## config.mk

```make
export PLATFORM = sky130hd
export DESIGN_NAME = tcs_selector
export DESIGN_NICKNAME = d
export VERILOG_FILES = /design/src/rtl/tcs_pkg.sv /design/src/rtl/tcs_realmode.sv /design/src/rtl/tcs_quadrant.sv /design/src/rtl/tcs_selector.sv
export SDC_FILE = /design/constraint.sdc
export NUM_CORES = 1
export LEC_CHECK = 0
export BUFFER_PORTS_ARGS = -buffer_cell sky130_fd_sc_hd__buf_2
export CORE_AREA = 2 2 128 130
export CTS_BUF_LIST = sky130_fd_sc_hd__clkbuf_8
export CTS_CLUSTER_DIAMETER = 100
export DETAILED_ROUTE_END_ITERATION = 10
export DIE_AREA = 0 0 130 132
export PLACE_DENSITY_LB_ADDON = 0.05
export SYNTH_ARGS = -nofsm -noshare
export SYNTH_HDL_FRONTEND = slang
export SYNTH_SLANG_ARGS = --single-unit
export TNS_END_PERCENT = 100
```

## constraint.sdc

```tcl
create_clock -name clk -period 5 [get_ports clk]
set_clock_uncertainty 0.15 [all_clocks]
set_input_delay 1 -clock clk [delete_from_list [all_inputs] [get_ports clk]]
set_output_delay 1 -clock clk [all_outputs]
set_load 0.02 [all_outputs]
```

## src/rtl/tcs_pkg.sv

```systemverilog
package tcs_pkg;
  typedef enum logic [1:0] {
    ACC_READ  = 2'd0,
    ACC_WRITE = 2'd1,
    ACC_FETCH = 2'd2,
    ACC_BAD   = 2'd3
  } acc_e;
endpackage

```

## src/rtl/tcs_realmode.sv

```systemverilog
module tcs_realmode #(
  parameter int EA_W     = 64,
  parameter int CLR_BITS = 4
) (
  input  logic            hv,
  input  logic            ir,
  input  logic            dr,
  input  logic [1:0]      acc,
  input  logic [EA_W-1:0] ea,
  input  logic [EA_W-1:0] offset,
  output logic            is_real,
  output logic [EA_W-1:0] raddr
);
  import tcs_pkg::*;
  localparam int KEEP_W = EA_W - CLR_BITS;
  localparam logic [EA_W-1:0] KEEP_MASK = {{CLR_BITS{1'b0}}, {KEEP_W{1'b1}}};

  logic is_fetch, is_data;

  always_comb begin
    is_fetch = (acc == ACC_FETCH);
    is_data  = (acc == ACC_READ) || (acc == ACC_WRITE);
    is_real  = hv && ((is_fetch && !ir) || (is_data && !dr));
    raddr    = ea & KEEP_MASK;
    if (!ea[EA_W-1]) raddr = raddr | offset;
  end
endmodule

```

## src/rtl/tcs_quadrant.sv

```systemverilog
module tcs_quadrant #(
  parameter int EA_W   = 64,
  parameter int PID_W  = 20,
  parameter int LPID_W = 12
) (
  input  logic              hv,
  input  logic [1:0]        acc,
  input  logic [EA_W-1:0]   ea,
  input  logic [PID_W-1:0]  pid_in,
  input  logic [LPID_W-1:0] lpid_in,
  output logic [PID_W-1:0]  pid_sel,
  output logic [LPID_W-1:0] lpid_sel,
  output logic              fault,
  output logic              fault_instr,
  output logic [EA_W-1:0]   fault_addr
);
  import tcs_pkg::*;
  logic [1:0] quad;

  always_comb begin
    quad        = ea[EA_W-1 -: 2];
    pid_sel     = '0;
    lpid_sel    = '0;
    fault       = 1'b0;
    fault_instr = 1'b0;
    fault_addr  = '0;
    if (hv) begin
      unique case (quad)
        2'd0: pid_sel = pid_in;
        2'd1: begin pid_sel = pid_in; lpid_sel = lpid_in; end
        2'd2: lpid_sel = lpid_in;
        default: ;
      endcase
    end else begin
      unique case (quad)
        2'd0: begin pid_sel = pid_in; lpid_sel = lpid_in; end
        2'd3: lpid_sel = lpid_in;
        default: begin
          fault = 1'b1;
          if (acc == ACC_FETCH) fault_instr = 1'b1;
          else fault_addr = ea;
        end
      endcase
    end
  end

  always_comb begin
    if (fault) assert (!hv && ((pid_sel == '0) && (lpid_sel == '0)))
      else $error("AST_FAULT_ONLY_GUEST");
  end
endmodule

```

## src/rtl/tcs_selector.sv

```systemverilog
module tcs_selector #(
  parameter int EA_W     = 64,
  parameter int PID_W    = 20,
  parameter int LPID_W   = 12,
  parameter int CLR_BITS = 4
) (
  input  logic              clk,
  input  logic              rst,
  input  logic              req_valid,
  output logic              req_ready,
  input  logic [EA_W-1:0]   req_ea,
  input  logic [1:0]        acc_type,
  input  logic              hv_state,
  input  logic              instr_reloc,
  input  logic              data_reloc,
  input  logic [PID_W-1:0]  pid_reg,
  input  logic [LPID_W-1:0] lpid_reg,
  input  logic [EA_W-1:0]   rm_offset,
  output logic              rsp_valid,
  input  logic              rsp_ready,
  output logic              rsp_bypass,
  output logic [EA_W-1:0]   rsp_raddr,
  output logic [LPID_W-1:0] rsp_lpid,
  output logic [PID_W-1:0]  rsp_pid,
  output logic              rsp_seg_fault,
  output logic              rsp_fault_instr,
  output logic [EA_W-1:0]   rsp_fault_addr,
  output logic              rsp_bad_type
);
  import tcs_pkg::*;

  logic              rm_real;
  logic [EA_W-1:0]   rm_raddr;
  logic [PID_W-1:0]  q_pid;
  logic [LPID_W-1:0] q_lpid;
  logic              q_fault, q_finstr;
  logic [EA_W-1:0]   q_faddr;
  logic              bad, take;

  tcs_realmode #(.EA_W(EA_W), .CLR_BITS(CLR_BITS)) rm_i (
    .hv(hv_state), .ir(instr_reloc), .dr(data_reloc), .acc(acc_type),
    .ea(req_ea), .offset(rm_offset), .is_real(rm_real), .raddr(rm_raddr)
  );

  tcs_quadrant #(.EA_W(EA_W), .PID_W(PID_W), .LPID_W(LPID_W)) qd_i (
    .hv(hv_state), .acc(acc_type), .ea(req_ea), .pid_in(pid_reg),
    .lpid_in(lpid_reg), .pid_sel(q_pid), .lpid_sel(q_lpid), .fault(q_fault),
    .fault_instr(q_finstr), .fault_addr(q_faddr)
  );

  assign req_ready = !rsp_valid || rsp_ready;
  assign take      = req_valid && req_ready;
  assign bad       = (acc_type == ACC_BAD);

  always_ff @(posedge clk) begin
    if (rst) begin
      rsp_valid       <= 1'b0;
      rsp_bypass      <= 1'b0;
      rsp_raddr       <= '0;
      rsp_lpid        <= '0;
      rsp_pid         <= '0;
      rsp_seg_fault   <= 1'b0;
      rsp_fault_instr <= 1'b0;
      rsp_fault_addr  <= '0;
      rsp_bad_type    <= 1'b0;
    end else if (req_ready) begin
      rsp_valid <= req_valid;
      if (req_valid) begin
        rsp_bad_type    <= bad;
        rsp_bypass      <= !bad && rm_real;
        rsp_raddr       <= (!bad && rm_real) ? rm_raddr : '0;
        rsp_seg_fault   <= !bad && !rm_real && q_fault;
        rsp_fault_instr <= !bad && !rm_real && q_finstr;
        rsp_fault_addr  <= (!bad && !rm_real) ? q_faddr : '0;
        rsp_lpid        <= (!bad && !rm_real) ? q_lpid : '0;
        rsp_pid         <= (!bad && !rm_real) ? q_pid : '0;
      end
    end
  end

  AST_ONE_OUTCOME: assert property (@(posedge clk) disable iff (rst)
    rsp_valid |-> $onehot0({rsp_bypass, rsp_seg_fault, rsp_bad_type}))
    else $error("AST_ONE_OUTCOME");
  AST_BYPASS_NO_IDS: assert property (@(posedge clk) disable iff (rst)
    (rsp_valid && rsp_bypass) |-> (rsp_lpid == '0 && rsp_pid == '0))
    else $error("AST_BYPASS_NO_IDS");
  AST_FETCH_FAULT_ADDR: assert property (@(posedge clk) disable iff (rst)
    (rsp_valid && rsp_seg_fault && rsp_fault_instr) |-> (rsp_fault_addr == '0))
    else $error("AST_FETCH_FAULT_ADDR");
  AST_ACCEPT_LATENCY: assert property (@(posedge clk) disable iff (rst)
    (req_valid && req_ready) |=> rsp_valid)
    else $error("AST_ACCEPT_LATENCY");
  AST_HOLD_STALL: assert property (@(posedge clk) disable iff (rst)
    (rsp_valid && !rsp_ready) |=> (rsp_valid && $stable(rsp_raddr) &&
      $stable(rsp_lpid) && $stable(rsp_pid) && $stable(rsp_bypass) &&
      $stable(rsp_seg_fault) && $stable(rsp_fault_addr)))
    else $error("AST_HOLD_STALL");
  AST_STALL_NOT_READY: assert property (@(posedge clk) disable iff (rst)
    (rsp_valid && !rsp_ready) |-> !req_ready)
    else $error("AST_STALL_NOT_READY");
endmodule

```

## After elaboration in Yosys (flattened, before gate mapping)

Index checks and enable logic that the tools add are counted.

| storage, ports and cells | value |
|---|---|
| register bits after elaboration | 165 |
| ROM bits | 0 |
| RAM bits | 0 |
| bits of input ports | 169 |
| bits in latches | 0 |
| memories kept | 0 |

| operators by class | value |
|---|---|
| add/subtract/negate cells | 0 |
| reductions and logical operators | 21 |
| shifts and indexed selects | 0 |
| equal/unequal tests | 6 |
| mux-type cells | 19 |
| bitwise gates (word level) | 1 |
| divide/modulo/power cells | 0 |
| $mul | 0 |
| magnitude comparators | 0 |

Operator list:

| operator | count |
|---|---|
| $mux 64 | 6 |
| $mux 20 | 4 |
| $or 60x64->64 | 1 |
| $mux 12 | 4 |
| $eq 2x2->1 const B | 4 |
| $logic_and 1x1->1 | 7 |
| $reduce_or 2->1 | 3 |
| $logic_not 1->1 | 5 |
| $mux 1 | 5 |
| $eq 2x1->1 const B | 2 |
| $logic_not 2->1 | 2 |
| $logic_or 1x1->1 | 3 |
| $reduce_and 2->1 | 1 |

## Longest topological paths before layout

Gate-level depths: netlist (run 1).

| logic depth | value |
|---|---|
| word-level depth | 8 |
| mapped depth | 9 |
| depth with buffers taken out | 6 |

## By module

A second synthesis (run 1) with hierarchy kept.

| unflattened totals | value |
|---|---|
| cells, all modules | 575 |
| area total of the unflattened synthesis | 6687.7 um2 |

Modules (own cells, without submodules):

| module | instances | area an instance (um2) | cells an instance |
|---|---|---|---|
| tcs_selector | 1 | 5017.3 | 378 |
| tcs_quadrant | 1 | 1094.8 | 123 |
| tcs_realmode | 1 | 575.6 | 74 |

## Least setup slack after synthesis (run 1)

Ideal clock, no wire load.

| path | value |
|---|---|
| path type | input -> register |
| start point | input port req_ea[63] |
| end point | register rsp_fault_addr[31] |
| arrival time | 2587 ps |
| data required time | 4785 ps |
| library setup time | 65 ps |
| cell stages on the path | 9 |
| path buffers | 3 |
| path slack | 2198 ps |
| cell sequence | inv_1 clkbuf_1 ha_1 nor2b_1 nor4b_1 buf_2 buf_1 a22oi_1 nor2_1 |

| between the ends | value |
|---|---|
| longest elaborated chain between the ends | 5 |
| elaborated cells between the ends (all ways) | 6 |
| those cells by class | 1 x eq/ne; 3 x mux; 2 x reduce/logical |

Ends and longest elaborated chain:

| what | RTL line | source |
|---|---|---|
| from (decl) | tcs_selector.sv:11 | `input logic [EA_W-1:0] req_ea,` |
| $eq 2x2->1 / $logic_not 2->1 (equally long branches) | tcs_quadrant.sv:35 | `unique case (quad)` |
| $reduce_or 2->1 (no line) (*) | - |  |
| $mux 64 (*) | tcs_quadrant.sv:35 |  |
| $mux 64 (*) | tcs_quadrant.sv:27 | `if (hv) begin` |
| $mux 64 (*) | tcs_selector.sv:74 | `rsp_fault_addr <= (!bad && !rm_real) ? q_faddr : '0;` |
| to (signal assigned) | tcs_selector.sv:74 |  |
| to (decl) | tcs_selector.sv:27 | `output logic [EA_W-1:0] rsp_fault_addr,` |

Every way passes the cells marked *; elsewhere a longest branch is shown, timed or not.
A chain may end at the register's enable or synchronous reset.

## Worst setup path after layout (run 1)

| path | value |
|---|---|
| start point | input port rsp_ready |
| end point | output port req_ready |

| between the ends | value |
|---|---|
| longest elaborated chain between the ends | 1 |

Ends and longest elaborated chain:

| what | RTL line | source |
|---|---|---|
| from (decl) | tcs_selector.sv:20 | `input logic rsp_ready,` |
| $logic_or 1x1->1 | tcs_selector.sv:51 | `assign req_ready = !rsp_valid \|\| rsp_ready;` |
| to (decl) | tcs_selector.sv:10 | `output logic req_ready,` |

Every way passes these cells.

==> run metrics, run 1 <==
outcome=completed; synth-to-layout area growth=34.55%; vias in the first global route=5665; CTS sink count=165; Tightest Hold Check Type=reg2reg; Hold Vio Cnt, Final=0; internal power=1.914 mW; Netlist cell types=24; final instance area=8269 um^2; period utilization=59.25%; register share of total power=52.3%; Post-Place Cells=1168; initial antenna violation count=1; Primary FF master, synth=dfxtp_1; CP Class=in2out; fin cells=1199; #FFs+latches synth=165; largest net degree at the start of global routing=87; layout net count=1142; sequential fraction of the synthesis area=53.75%; CTS tree=built; DRC violations left=0; routed vias=6040; Worst-path clk slew=0.08 ns; CP dominant cell by count=buf_2; commonest cells after routing, fill and taps aside=buf_2 (333), dfxtp_1 (165), a21oi_1 (70), nand2_1 (68), nor2_1 (65); first-pass GRT wire length=30600 um; TritonRoute pass-1 iters=4; net load switching power=0.6817 mW; count of pins over their slew limit=0; Worst setup SP type=input port; hold buffers post-CTS=0; HPWL after detailed placement=14040 um; Final ANT Viol Nets=0; Cell Area, Synth=6146 um^2; Fillers=1589; max incr delay on CP=0.32 ns; relative slew slack=20.39%; Worst Max-Slew Pin Slew=1.188 ns; Die H=132 um; buffers added on ports=334; async set or reset register ratio after synthesis=0%; grt ovf=0; Max-cap violations=0; CP max stage cell=nor2b_1; critical path endpoint category=output pin; # IOs=335; Fin Setup TNS=0 ns; CTS max path bufs=2; Die ar.=17160 um^2; Clock Power Share=35.6%; RSZ-0062 raised after global routing=no; vias per cell=5.038; EDFF count, synth=0; WL/cell=16.87 um; Post-Syn Instances=674; die span in x=130 um; Synth Net Count=845; final RePlAce weighted congestion=0.8047; WL final=20230 um; CTS H-tree lvls=4; combinational group share of total power=12.2%; Initial Util=39.11%; Worst Path Arrival=1.81 ns; Worst EP required=3.85 ns; TritonCTS Buffers=17; Total Power=2.596 mW; Tmin final=2.963 ns; YS warnings=0; CTS resizes=0; Site Rows=46; CP max FO=4; Core Area=15710 um^2; number of DRC markers in iteration 0=286; commonest non-fill, non-tap cell in the layout=buf_2; placed instance area=7889 um^2; worst path cell trace=buf_2, nor2b_1, inv_1, buf_2; fmax=337.5 MHz; Syn Area/Cell=9.119 um^2; Setup-failing EPs final=0; power per cell area=313.9 nW/um^2; root buffer cell=clkbuf_8; sw frac=26.26%; Max IR drop VDD=0.1509 mV; total track usage=22.76%; clk_lat worst skew=0.44 ns; share of cells above drive strength 1=38.70%; post-CTS setup buffer count=0; Pleak=4.007 nW
[state kept, by name (all words and copies together), names as in the netlist]
name,flops
rsp_fault_addr,64
rsp_raddr,64
rsp_pid,20
rsp_lpid,12
rsp_bad_type,1
rsp_bypass,1
rsp_fault_instr,1
rsp_seg_fault,1
rsp_valid,1
[metrics by stage]
stage | setup slack (ns) | utilization [%] | hold slack, ns
finish | 2.037 | 52.63 | 0.3001
global route | 1.957 | 52.61 | 0.3182
CTS | 2.044 | 52.61 | 0.3045
detailed placement | 1.652 | 50.21 | 0.2930
global placement | 1.688 | 50.21 | 0.2900
floorplan | 2.198 | - | 0.3790
[Yosys cell counts, types with 4 or more instances]
cell type / number / area share [%]
a21o_1: 60 / 7.3
a21oi_1: 70 / 5.7
a22o_1: 32 / 4.6
a22oi_1: 64 / 7.8
buf_1: 6 / 0.37
buf_2: 20 / 1.6
buf_6: 5 / 0.92
clkbuf_1: 31 / 1.9
dfxtp_1: 165 / 54
inv_1: 4 / 0.24
nand2_1: 69 / 4.2
nand3_1: 62 / 5.0
nand4_1: 5 / 0.51
nor2_1: 67 / 4.1
[logic make-up (layout without fill, tap and decap cells)]
family,after synthesis,count (layout),share of synthesized area (%)
muxes,1,1,0.1629
buffers and inverters,67,375,5.171
DFF,165,165,53.75
AOI/OAI and AO/OA,227,227,25.59
other,0,1,0
and+or+nand+nor,212,212,14.92
adders and majority gates,2,2,0.4071
[area by class of cell]
type / count / area, um^2 / area share (%)
flip-flops and latches: 165 / 3303 / 39.95
multi-input cells: 442 / 2561 / 30.97
repair buffers: 341 / 1739 / 21.03
clock buffers: 22 / 302.8 / 3.662
well taps: 216 / 270.3 / 3.268
clock inverters: 8 / 75.07 / 0.9079
inverters: 4 / 15.01 / 0.1816
diodes: 1 / 2.502 / 0.03026
[per-layer routing]
| layer | track usage, % | part of all wire, % |
|---|---|---|
| met3 | 7.792 | 8.7 |
| met2 | 36.74 | 48 |
| met4 | 8.781 | 2.5 |
| met1 | 27.84 | 41 |
| met5 | 0 | 0.054 |
[power by group through the flow]
stage | sequential [mW] | clock (mW) | combinational, mW
2_1_floorplan | 1.42 | 0 | 0.139
3_3_place_gp | 1.39 | 0 | 0.320
3_5_place_dp | 1.39 | 0 | 0.318
4_1_cts | 1.36 | 0.949 | 0.320
5_1_grt | 1.36 | 1.00 | 0.345
6_report | 1.36 | 0.923 | 0.316
[critical path, delay by kind of cell]
| kind | cells | cell delay (ns) |
|---|---|---|
| buffers and inverters | 3 | 0.49 |
| AND/OR/NAND/NOR | 1 | 0.32 |
[worst paths after layout]
check | start | end | slack, ns | cells past startpoint
worst max-delay path | rsp_ready | req_ready | 2.04 | 4
worst min-delay path | rsp_raddr[15] | rsp_raddr[15] | 0.30 | 2
worst max register to register | rsp_valid | rsp_fault_addr[43] | 2.64 | 6
worst min register to register | rsp_raddr[15] | rsp_raddr[15] | 0.30 | 2
Note: power is estimated with default switching activity, not from simulation.
==> inputs of run 2 (changes only) <==
--- a/config.mk
+++ b/config.mk
@@ -6,11 +6,11 @@
 export NUM_CORES = 1
 export LEC_CHECK = 0
 export BUFFER_PORTS_ARGS = -buffer_cell sky130_fd_sc_hd__buf_2
-export CORE_AREA = 2 2 128 130
+export CORE_AREA = 2 2 132 134
 export CTS_BUF_LIST = sky130_fd_sc_hd__clkbuf_8
 export CTS_CLUSTER_DIAMETER = 100
 export DETAILED_ROUTE_END_ITERATION = 10
-export DIE_AREA = 0 0 130 132
+export DIE_AREA = 0 0 134 136
 export PLACE_DENSITY_LB_ADDON = 0.05
 export SYNTH_ARGS = -nofsm -noshare
 export SYNTH_HDL_FRONTEND = slang
==> constraint.sdc (replaced) <==
create_clock -name clk -period 2.5 [get_ports clk]
set_clock_uncertainty 0.15 [all_clocks]
set_input_delay 0.5 -clock clk [delete_from_list [all_inputs] [get_ports clk]]
set_output_delay 0.5 -clock clk [all_outputs]
set_load 0.02 [all_outputs]
==> run 2 against run 1 <==
  * Non-clock buffer count grew 10
  * Die area grew 6.2%
  * Combinational power rose by 110%
  * Power is 100% higher
  * Largest cell class unchanged
==> run metrics, run 2 (synthesis results as in run 1) <==
outcome=completed; largest net degree at the start of global routing=86 (-1.1%); TritonCTS Buffers=17 (unchanged); # IOs=335 (unchanged); net load switching power=1.420 mW (+110%); DRC violations left=0 (unchanged); combinational group share of total power=12.5% (+0.3 points); initial antenna violation count=5 (+4); CTS resizes=0 (unchanged); power per cell area=624.8 nW/um^2 (+99%); Pleak=4.076 nW (+1.7%); Max-cap violations=0 (unchanged); synth-to-layout area growth=36.87%; layout net count=1152 (+0.88%); critical path endpoint category=register; relative slew slack=36.46% (+16 points); max incr delay on CP=0.77 ns (+0.45 ns); Worst Path Arrival=2.25 ns (+0.44 ns); Worst-path clk slew=0.09 ns (about the same); Initial Util=36.42% (-2.7 points); worst path cell trace=nor2b_1, inv_1, nand4b_1, a21oi_1, a22o_1; CTS max path bufs=2 (unchanged); Die H=136 um (+3.0%); setup ws final=0.4892 ns (-1.548 ns); first-pass GRT wire length=30940 um (+1.1%); grt ovf=0 (unchanged); final hold slack=0.1050 ns (-0.1952 ns); Tightest Hold Check Type=in2reg; Worst EP required=2.74 ns (-1.11 ns); Core Area=16880 um^2 (+7.4%); CP Class=reg2reg; Post-Place Setup Slack=0.07314 ns (-1.578 ns); CTS H-tree lvls=4 (unchanged); vias per cell=4.966 (-1.4%); number of DRC markers in iteration 0=267 (-6.6%); commonest cells after routing, fill and taps aside=buf_2 (333), dfxtp_1 (165), a21oi_1 (70), nand2_1 (68), nor2_1 (65); post-CTS setup buffer count=0 (unchanged); CTS sink count=165 (unchanged); vias in the first global route=5673 (+0.14%); root buffer cell=clkbuf_8; Largest regs=rsp_fault_addr x64, rsp_raddr x64, rsp_pid x20; Tmin final=2.011 ns; buffers added on ports=334 (unchanged); sw frac=27.02% (+0.76 points); Max IR drop VDD=0.2915 mV (+93%); count of pins over their slew limit=0 (unchanged); Worst Max-Slew Pin Slew=0.9531 ns (-0.2346 ns); CP max stage cell=a21oi_1; WL/cell=16.76 um (-0.63%); clk_lat worst skew=0.44 ns (about the same); CTS tree=built; TritonRoute pass-1 iters=4 (unchanged); Setup-failing EPs final=0 (unchanged); Worst setup SP type=register; register share of total power=51.6% (-0.7 points); total track usage=21.83% (-0.93 points); WL final=20490 um (+1.3%); Hold Vio Cnt, Final=0 (unchanged); Fin Setup TNS=0 ns (unchanged); fmax=497.3 MHz; Site Rows=48 (+4.3%); HPWL after detailed placement=14220 um (+1.3%); Final ANT Viol Nets=0 (unchanged); Worst path top cell family by delay=compound AO/OA/AOI/OAI gates; internal power=3.836 mW (+100%); CP max FO=12 (+8); Clock Power Share=35.9% (+0.3 points); RSZ-0062 raised after global routing=no; Die ar.=18220 um^2 (+6.2%); period utilization=80.43%; hold buffers post-CTS=0 (unchanged); routed vias=6069 (+0.48%); commonest non-fill, non-tap cell in the layout=buf_2; Fillers=1703 (+7.2%); final RePlAce weighted congestion=0.7669 (-4.7%); Bufs and invs on worst path=1 (-2); share of cells above drive strength 1=39.24% (+0.54 points); die span in x=134 um (+3.1%)
[run 2: cell count changes in the layout (fill, tap and decap cells not counted), moves of 2 or more]
cell      previous run  this run
buf_4                7        14
buf_12               1         4
clkinv_2             3         0
clkinv_4             0         3
diode_2              1         3
inv_1                3         5
[run 2: power by group through the flow]
| stage | Sequential, mW | Combinational, mW | Clock, mW |
|---|---|---|---|
| 5_1_grt | 2.72 | 0.717 | 2.06 |
| 2_1_floorplan | 2.85 | 0.277 | 0 |
| 4_1_cts | 2.71 | 0.664 | 1.95 |
| 6_report | 2.71 | 0.657 | 1.88 |
| 3_5_place_dp | 2.77 | 0.661 | 0 |
| 3_3_place_gp | 2.77 | 0.665 | 0 |
[run 2: cell type report]
class	count	area (um^2)	share of cell area (%)
sequential	165	3303	39.27
multi-input combinational	442	2561	30.45
timing repair buffer	351	1852	22.01
clock buffer	21	289.0	3.436
tap	225	281.5	3.347
clock inverter	11	102.6	1.220
inverter	4	15.01	0.1785
antenna	3	7.507	0.08925
[run 2: worst paths after layout]
path | start | endpoint | slack, ns | cells after the start
worst max-delay path | rsp_valid | rsp_lpid[8] | 0.49 | 5
worst min register to register | rsp_seg_fault | rsp_seg_fault | 0.30 | 2
worst min-delay path | pid_reg[12] | rsp_pid[12] | 0.10 | 2
worst max register to register | rsp_valid | rsp_lpid[8] | 0.49 | 5
[run 2: through the flow]
step	cell area [um^2]	cells	power, mW	utilization (%)
after floorplan	6146	674	3.127	-
after global placement	8013	1187	3.440	47.48
after detailed placement	8013	1187	3.436	47.48
after CTS	8404	1219	5.329	49.80
after global routing	8409	1221	5.501	49.83
final	8412	1222	5.256	49.84
[run 2: per-layer routing]
layer	track usage, %	wire length [um]	part of all wire [%]
met2	35.10	9457	46
met1	27.11	8903	43
met3	8.054	1676	8.2
met5	0	13	0.063
met4	7.329	433	2.1
==> inputs of run 3 (changes only) <==
==> constraint.sdc (replaced) <==
create_clock -name clk -period 1.7 [get_ports clk]
set_clock_uncertainty 0.15 [all_clocks]
set_input_delay 0.34 -clock clk [delete_from_list [all_inputs] [get_ports clk]]
set_output_delay 0.34 -clock clk [all_outputs]
set_load 0.02 [all_outputs]
==> run 3 against run 2 <==
  * Cell count up 9.0%
  * Wire length increased by 6.2%
  * Clock power rose by 64%
  * Cell area up 16%
  * Power rose by 58%
  * Hold slack got worse by 0.074 ns
  * Non-clock buffer count up 112
  * Core utilization is 7.8 points higher
  * Global-route usage rose by 0.66 points
  * Sequential share of layout area shrank 5.3 points
  * Clock-buffer cell count decreased by 3
==> run metrics, run 3 (synthesis results as in run 1) <==
outcome=completed; clk_lat worst skew=0.43 ns (about the same); WL final=21760 um (+6.2%); relative slew slack=73.08% (+37 points); Final Util=57.69% (+7.8 points); Setup-failing EPs final=0 (unchanged); Max IR drop VDD=0.5536 mV (+90%); Worst setup SP type=register; total track usage=22.49% (+0.66 points); CTS sink count=165 (unchanged); largest net degree at the start of global routing=74 (-14%); share of cells above drive strength 1=37.79% (-1.4 points); placed instance area=8275 um^2 (+3.3%); CP max FO=24 (+12); Core Area=16880 um^2 (unchanged); vias in the first global route=6400 (+13%); Initial Util=36.42% (unchanged); routed vias=6645 (+9.5%); TritonCTS Buffers=17 (unchanged); final hold slack=0.03097 ns (-0.07398 ns); layout net count=1264 (+9.7%); Worst-path clk slew=0.09 ns (about the same); RSZ-0062 raised after global routing=yes; period utilization=95.69% (+15 points); first-pass GRT wire length=32730 um (+5.8%); synth-to-layout area growth=58.41%; buffers added on ports=334 (unchanged); power per cell area=852.6 nW/um^2 (+36%); Worst EP required=1.93 ns (-0.81 ns); DRC violations left=0 (unchanged); CP Class=reg2reg; root buffer cell=clkbuf_8; Site Rows=48 (unchanged); commonest non-fill, non-tap cell in the layout=buf_2; HPWL after detailed placement=14310 um (+0.58%); TritonRoute pass-1 iters=5 (+1); CTS tree=built; fmax=614.8 MHz (+24%); CP max stage cell=dfxtp_2; initial antenna violation count=1 (-4); Hold Vio Cnt, Final=0 (unchanged); final RePlAce weighted congestion=0.7959 (+3.8%); die span in x=134 um (unchanged); commonest cells after routing, fill and taps aside=buf_2 (332), dfxtp_1 (164), dlygate4sd3_1 (97), a21oi_1 (69), nand2_1 (68); CTS H-tree lvls=4 (unchanged); CP dominant cell by count=buf_4; Reg-to-Reg Start=rsp_valid; Tmin final=1.627 ns (-0.3842 ns); WL/cell=16.34 um (-2.5%); Tightest Hold Check Type=in2reg; final instance area=9736 um^2 (+16%); Die ar.=18220 um^2 (unchanged); count of pins over their slew limit=0 (unchanged); vias per cell=4.989 (+0.45%); Pleak=4.626 nW (+13%); number of DRC markers in iteration 0=311 (+16%); max incr delay on CP=0.32 ns (-0.45 ns); Largest regs=rsp_fault_addr x64, rsp_raddr x64, rsp_pid x20; Final ANT Viol Nets=0 (unchanged); Worst Max-Slew Pin Slew=0.4038 ns (-0.5493 ns); worst path cell trace=nor2b_4, buf_4, nor4b_4, buf_4, buf_8, a22oi_1, nor2_1; # IOs=335 (unchanged); critical path endpoint category=register; Hold Startpoint=req_ea[45]; grt ovf=0 (unchanged); Worst Setup SP=rsp_valid; Die H=136 um (unchanged); Worst Path Arrival=1.85 ns (-0.40 ns); Max-cap violations=0 (unchanged); Fin Setup TNS=0 ns (unchanged); CTS max path bufs=2 (unchanged)
[run 3: cell count changes in the layout (fill, tap and decap cells not counted), moves of 4 or more]
cell | previous run | this run
inv_6 | 1 | 5
buf_12 | 4 | 11
dlygate4sd3_1 | 0 | 97
a22oi_1 | 64 | 59
a22oi_2 | 0 | 5
buf_4 | 14 | 19
[run 3: worst paths after layout]
check / to / cells past startpoint / slack, ns
worst min register to register: rsp_raddr[34] / 2 / 0.30
worst max register to register: rsp_fault_addr[31] / 7 / 0.07
worst max-delay path: rsp_fault_addr[31] / 7 / 0.07
worst min-delay path: rsp_fault_addr[45] / 3 / 0.03
[run 3: repair_timing]
item,CTS,global route
endpoints found under the setup margin,1,18
pin swaps,0,1
hold buffers,97,0
resized for setup,2,6
gates cloned,0,1
setup buffers,1,1
endpoints found under the hold margin,97,0
[run 3: final cells by class]
cell class / count / area (um^2)
fill: 1562 / 7141
sequential: 165 / 3304
clock inverter: 14 / 187.7
multi-input combinational: 442 / 2626
inverter: 4 / 27.53
antenna: 1 / 2.502
clock buffer: 18 / 247.7
tap: 225 / 281.5
timing repair buffer: 463 / 3058
[run 3: metal layers]
layer / vias up / part of all wire (%) / track usage [%]
met1: 3140 / 42 / 27.55
met2: 248 / 48 / 37.78
li1: 3228 / - / -
met4: 0 / 2.1 / 7.920
met3: 29 / 7.4 / 6.525
met5: - / 0 / 0
[run 3: through the flow]
step | setup slack, ns | power [mW] | cells
after floorplan | -0.07090 | 4.627 | 674
after global routing | -0.001086 | 8.672 | 1332
final | 0.07335 | 8.300 | 1332
after CTS | 0.02380 | 8.400 | 1329
after detailed placement | -0.2782 | 5.117 | 1199
after global placement | -0.2162 | 5.123 | 1199
[run 3: worst max-delay path: cells and delay by family, from the launching register on]
family	cells	cell delay (ns)
AOI/OAI and AO/OA	1	0.09
and+or+nand+nor	3	0.44
DFF	1	0.32
buffers and inverters	3	0.55
[run 3: power by group]
group          switching (mW)  total [mW]  leakage [nW]  internal [mW]
registers              0.0415        3.99          1.34           3.95
clock network            1.55        3.08         0.211           1.54
logic                   0.645        1.23          3.08          0.581
total                    2.23        8.30          4.63           6.07
